===== src/rtl/bto_pkg.sv =====
// Package for the bus response timeout monitor.
// Holds the select width and the limit-table size that the modules share.
package bto_pkg;
    localparam int SEL_W = 2;
    localparam int NSEL  = 1 << SEL_W;
endpackage


===== src/rtl/bto_limit_sel.sv =====
// Limit selector: turns the select code into a response limit.
// Code i gives LIM_MAX >> i.
// Assumes LIM_MAX >> (NSEL-1) is at least 1.
module bto_limit_sel
    import bto_pkg::*;
#(
    parameter int LIM_MAX = 64,
    parameter int CW      = $clog2(LIM_MAX + 1)
) (
    input  logic [SEL_W-1:0] sel,
    output logic [CW-1:0]    limit
);
    logic [CW-1:0] table_q [NSEL];

    // Build one table entry per code.
    for (genvar i = 0; i < NSEL; i++) begin : g_tbl
        assign table_q[i] = CW'(LIM_MAX >> i);
    end

    // Pick the entry for the current code.
    always_comb limit = table_q[sel];
endmodule


===== src/rtl/bto_down_timer.sv =====
// One-shot down timer.
// Loads a span on start. It runs only if armed at that start. It stops on
// stop. If it is not stopped before its span runs out, it expires once.
// 'fire' goes high in the clock whose edge will end the span, so the caller
// can cancel other work on that same edge. 'expired' is the registered
// one-clock pulse that follows.
// Assumes span >= 1.
module bto_down_timer #(
    parameter int W = 7
) (
    input  logic         clk,
    input  logic         rst_n,
    input  logic         start,
    input  logic         arm,
    input  logic [W-1:0] span,
    input  logic         stop,
    output logic         fire,
    output logic         expired
);
    logic         run_q;
    logic [W-1:0] rem_q;

    // The span runs out on this edge unless a start or a stop arrives too.
    always_comb fire = run_q && !start && !stop && (rem_q == W'(1));

    // Run state and remaining count.
    always_ff @(posedge clk) begin
        if (!rst_n) begin
            run_q <= 1'b0;
            rem_q <= '0;
        end else if (start) begin
            run_q <= arm;
            rem_q <= span;
        end else if (run_q) begin
            if (stop || fire) run_q <= 1'b0;
            else              rem_q <= rem_q - W'(1);
        end
    end

    // Registered expiry pulse.
    always_ff @(posedge clk) begin
        if (!rst_n) expired <= 1'b0;
        else        expired <= fire;
    end
endmodule


===== src/rtl/bto_monitor.sv =====
// Bus response timeout monitor (top).
// It runs two timers from each cycle start:
//   - an acknowledge timer, armed for internal cycles and for external
//     cycles when external monitoring is on;
//   - an arbitration timer, armed for interrupt-acknowledge cycles.
// The spurious-interrupt expiry cancels the acknowledge timer on the same
// edge, so a cycle gives at most one error.
// Assumes ARB_WIN < (LIM_MAX >> 3) and cyc_start is a one-clock strobe.
module bto_monitor
    import bto_pkg::*;
#(
    parameter int LIM_MAX = 64,
    parameter int ARB_WIN = 4
) (
    input  logic             clk,
    input  logic             rst_n,
    input  logic             cyc_start,
    input  logic             cyc_ext,
    input  logic             cyc_iack,
    input  logic             ack,
    input  logic             arb_resp,
    input  logic [SEL_W-1:0] tmo_sel,
    input  logic             ext_mon_en,
    output logic             berr
);
    localparam int CW = $clog2(LIM_MAX + 1);

    logic [CW-1:0] limit;
    logic          timed;
    logic          arb_fire, arb_exp;
    logic          ack_fire, ack_exp;

    bto_limit_sel #(.LIM_MAX(LIM_MAX), .CW(CW)) u_lim (
        .sel   (tmo_sel),
        .limit (limit)
    );

    // A cycle is timed if it is internal, or if external monitoring is on.
    always_comb timed = !cyc_ext || ext_mon_en;

    bto_down_timer #(.W(CW)) u_arb (
        .clk     (clk),
        .rst_n   (rst_n),
        .start   (cyc_start),
        .arm     (cyc_iack),
        .span    (CW'(ARB_WIN)),
        .stop    (ack || arb_resp),
        .fire    (arb_fire),
        .expired (arb_exp)
    );

    bto_down_timer #(.W(CW)) u_ack (
        .clk     (clk),
        .rst_n   (rst_n),
        .start   (cyc_start),
        .arm     (timed),
        .span    (limit),
        .stop    (ack || arb_fire),
        .fire    (ack_fire),
        .expired (ack_exp)
    );

    // Merge the two registered expiry pulses into the bus-error output.
    always_comb berr = ack_exp || arb_exp;
endmodule


===== config.mk =====
export PLATFORM = sky130hd
export DESIGN_NAME = bto_monitor
export DESIGN_NICKNAME = d
export VERILOG_FILES = /design/src/rtl/bto_pkg.sv /design/src/rtl/bto_limit_sel.sv /design/src/rtl/bto_down_timer.sv /design/src/rtl/bto_monitor.sv
export SDC_FILE = /design/constraint.sdc
export NUM_CORES = 1
export LEC_CHECK = 0
export BUFFER_PORTS_ARGS = -buffer_cell sky130_fd_sc_hd__buf_4
export CAP_MARGIN = 20
export CELL_PAD_IN_SITES_DETAIL_PLACEMENT = 0
export CELL_PAD_IN_SITES_GLOBAL_PLACEMENT = 2
export CORE_MARGIN = 5
export CORE_UTILIZATION = 34
export DETAILED_ROUTE_END_ITERATION = 8
export PLACE_DENSITY_LB_ADDON = 0.3
export SETUP_SLACK_MARGIN = 0.15
export SYNTH_ARGS = -nofsm -noshare
export SYNTH_HDL_FRONTEND = slang
export SYNTH_HIERARCHICAL = 1
export SYNTH_SLANG_ARGS = --single-unit

===== constraint.sdc =====
create_clock -name clk -period 2.55 [get_ports clk]
set_clock_uncertainty 0.05 [all_clocks]
set_input_delay 0.6375 -clock clk [delete_from_list [all_inputs] [get_ports clk]]
set_output_delay 0.6375 -clock clk [all_outputs]
set_load 0.01 [all_outputs]

==> flow_summary_export.csv <==
group,metric,value,unit
worst_setup_path,cp_max_fo,4,
worst_setup_path,worst-path-buf-inv,1,
clocking,ctsResizeCount,0,
logic_synthesis,ys_warn_count,6,
worst_setup_path,crit_family,"simple AND/OR/NAND/NOR gates",
power,p_leak,0.490,nW
floorplanning,pin_count,11,
routing,drt_pass1_iterations,4,
clocking,clk_pin_slew,0.11,ns
timing,fmax,450,MHz
global_route,gr-total-overflow,0,
worst_setup_path,critPathLaunchType,"flip-flop",
global_route,grt_pass1_wl,4020,um
global_route,antenna_found_initial,0,
clocking,cts_num_sinks,18,
timing,fin_crit_sh,87.2,%
global_route,grt_use_met1,16.4,%
routing,routed_wl,2270,um
routing,drc,0,
logic_synthesis,synthCells,133,
routing,antenna_left,0,
global_route,grt_max_degree,17,
power,peakVddDrop,0.000151,V
global_route,track_usage,11.8,%
power,intPower,0.411,mW
cells_and_area,area_growth,14.5,%
timing,post-route-min-period,2.22,ns
worst_setup_path,required,2.67,ns
worst_setup_path,cp_slowest_cell,"dfxtp_1",
routing,num_vias,912,
clocking,htreeDepth,1,
run_status,status,"completed",
cells_and_area,num_antenna_cells,0,
worst_setup_path,crit_chain,"inv_1 -> ha_1 -> nor2b_1 -> nand2_1 -> nor3_1 -> or2_1 -> nand2b_2 -> a2111oi_4 -> xnor2_1 -> a21oi_1",
logic_synthesis,synth.cell_area,1110,um2
logic_synthesis,syn_area_per_cell,8.37,um2
cells_and_area,fillerInstances,339,
global_route,grt_pass1_vias,876,
power,total_power,0.589,mW
timing,slew_viol_final,0,
floorplanning,num_rows,20,
timing,final.setup.tns,0,ns
clocking,ctsLongestPathBuffers,2,
placement,port_buffers,10,
worst_setup_path,timing.critical_path.arrival,2.34,ns
floorplanning,core,3100,um2
clocking,cts_buffers,3,
floorplanning,die-area,4520,um2
clocking,cts-root-buf,"clkbuf_4",
power,seq_power_share,54.7,%
placement,place_hpwl,1730,um
min_path,worstHoldPathCells,2,
floorplanning,start_util,35.9,%
clocking,ctsHoldBuffers,0,
min_path,hp-class,"reg -> reg",
worst_setup_path,cpPeakStageDelay,0.39,ns
worst_setup_path,reg2reg_depth,10,
power,p_switching,0.178,mW
timing,setup_viol,0,
worst_setup_path,path_class,"reg -> reg",
global_route,grt_busiest_layer,"met2",
global_route,grtUsageMet3,1.66,%
power,power.density,462,nW/um2
worst_setup_path,cp.depth,10,
clocking,tritoncts,"yes",
clocking,insertion_delay,0.29,ns
routing,vias_per_cell,4.75,
placement,gp_congestion,0.813,
routing,drtIter0Drc,51,
power,pwr-share-clk,24.5,%
timing,hold_violations,0,
floorplanning,die_x,67.2,um
floorplanning,die_y,67.2,um
worst_setup_path,end_kind,"flip-flop",
power,combinationalPowerShare,20.8,%
cells_and_area,drive_gt1_share,16.9,%
routing,wire_per_inst,11.8,um
power,p_sw_share,30.3,%
global_route,met2_usage,17.7,%
job,max_cap_violations,0,
cells_and_area,num-nets-final,164,
clocking,post_cts_buffers,0,
timing,rsz0062_at_grt,"no",
[layout by cell type (no fill, tap or decap)]
master     instances
a2111oi_2          1
a2111oi_4          1
a211o_1            2
a21oi_1           14
a21oi_2            2
and2_2             1
and2b_2            1
buf_4             10
clkbuf_4           3
conb_1            10
dfxtp_1           18
ha_1               4
inv_1              8
mux2i_1            4
nand2_1            4
nand2b_1           3
nand2b_2           2
nand3_1            4
nand3b_1           2
nor2_1             9
nor2b_1            5
nor3_1             3
nor4_1             2
nor4_4             2
o2111ai_1          4
o21ai_0           12
o21ai_1            2
or2_0              2
or2_1              3
or2_2              2
xnor2_1            4
xor2_1             4
[worst min-delay path: stages, from the launching register on]
cell	delay, ns
dfxtp_1	0.33
nand2b_2	0.11
nor4_1	0.06
[final cells by class]
class	instances	area, um2	area share [%]
clock buffers	3	22.5	1.77
inverters	8	30.0	2.36
multi-input cells	109	732	57.4
flip-flops and latches	18	360	28.3
well taps	44	55.1	4.32
repair buffers	10	75.1	5.89
[per-layer routing]
| metal | vias up | wire (um) |
|---|---|---|
| met5 | - | 0 |
| met4 | 0 | 27 |
| met3 | 2 | 84 |
| met2 | 16 | 972 |
| met1 | 409 | 1180 |
| li1 | 485 | - |
[state kept, by name, summed over array words and instances, names as in the netlist]
register	flops
u_arb/expired	1
u_arb/rem_q	7
u_arb/run_q	1
u_ack/run_q	1
u_ack/rem_q	7
u_ack/expired	1
[path summary, 6_finish.rpt]
kind	startpoint	end	slack, ns
min reg2reg	u_arb/run_q	u_arb/expired	0.49
min	u_arb/run_q	u_arb/expired	0.49
max	u_arb/rem_q[1]	u_ack/rem_q[3]	0.33
max reg2reg	u_arb/rem_q[1]	u_ack/rem_q[3]	0.33
[power by group through the flow]
| stage | clock, mW | combinational, mW | sequential [mW] |
|---|---|---|---|
| after floorplan | 0 | 0.0916 | 0.324 |
| after global placement | 0 | 0.118 | 0.328 |
| after global routing | 0.169 | 0.140 | 0.326 |
| final | 0.144 | 0.123 | 0.322 |
| after CTS | 0.151 | 0.121 | 0.322 |
| after detailed placement | 0 | 0.120 | 0.329 |
[per-stage QoR]
stage	instance area, um2	hold WS, ns	instances	util (%)	worst slack (ns)
floorplan	1140	0.424	140	-	0.460
global placement	1240	0.440	189	40.0	0.304
detailed placement	1240	0.448	189	40.0	0.229
CTS	1260	0.461	192	40.7	0.274
global route	1270	0.516	192	41.1	0.172
finish	1270	0.486	192	41.1	0.327
Power figures use the tool's default switching activity.
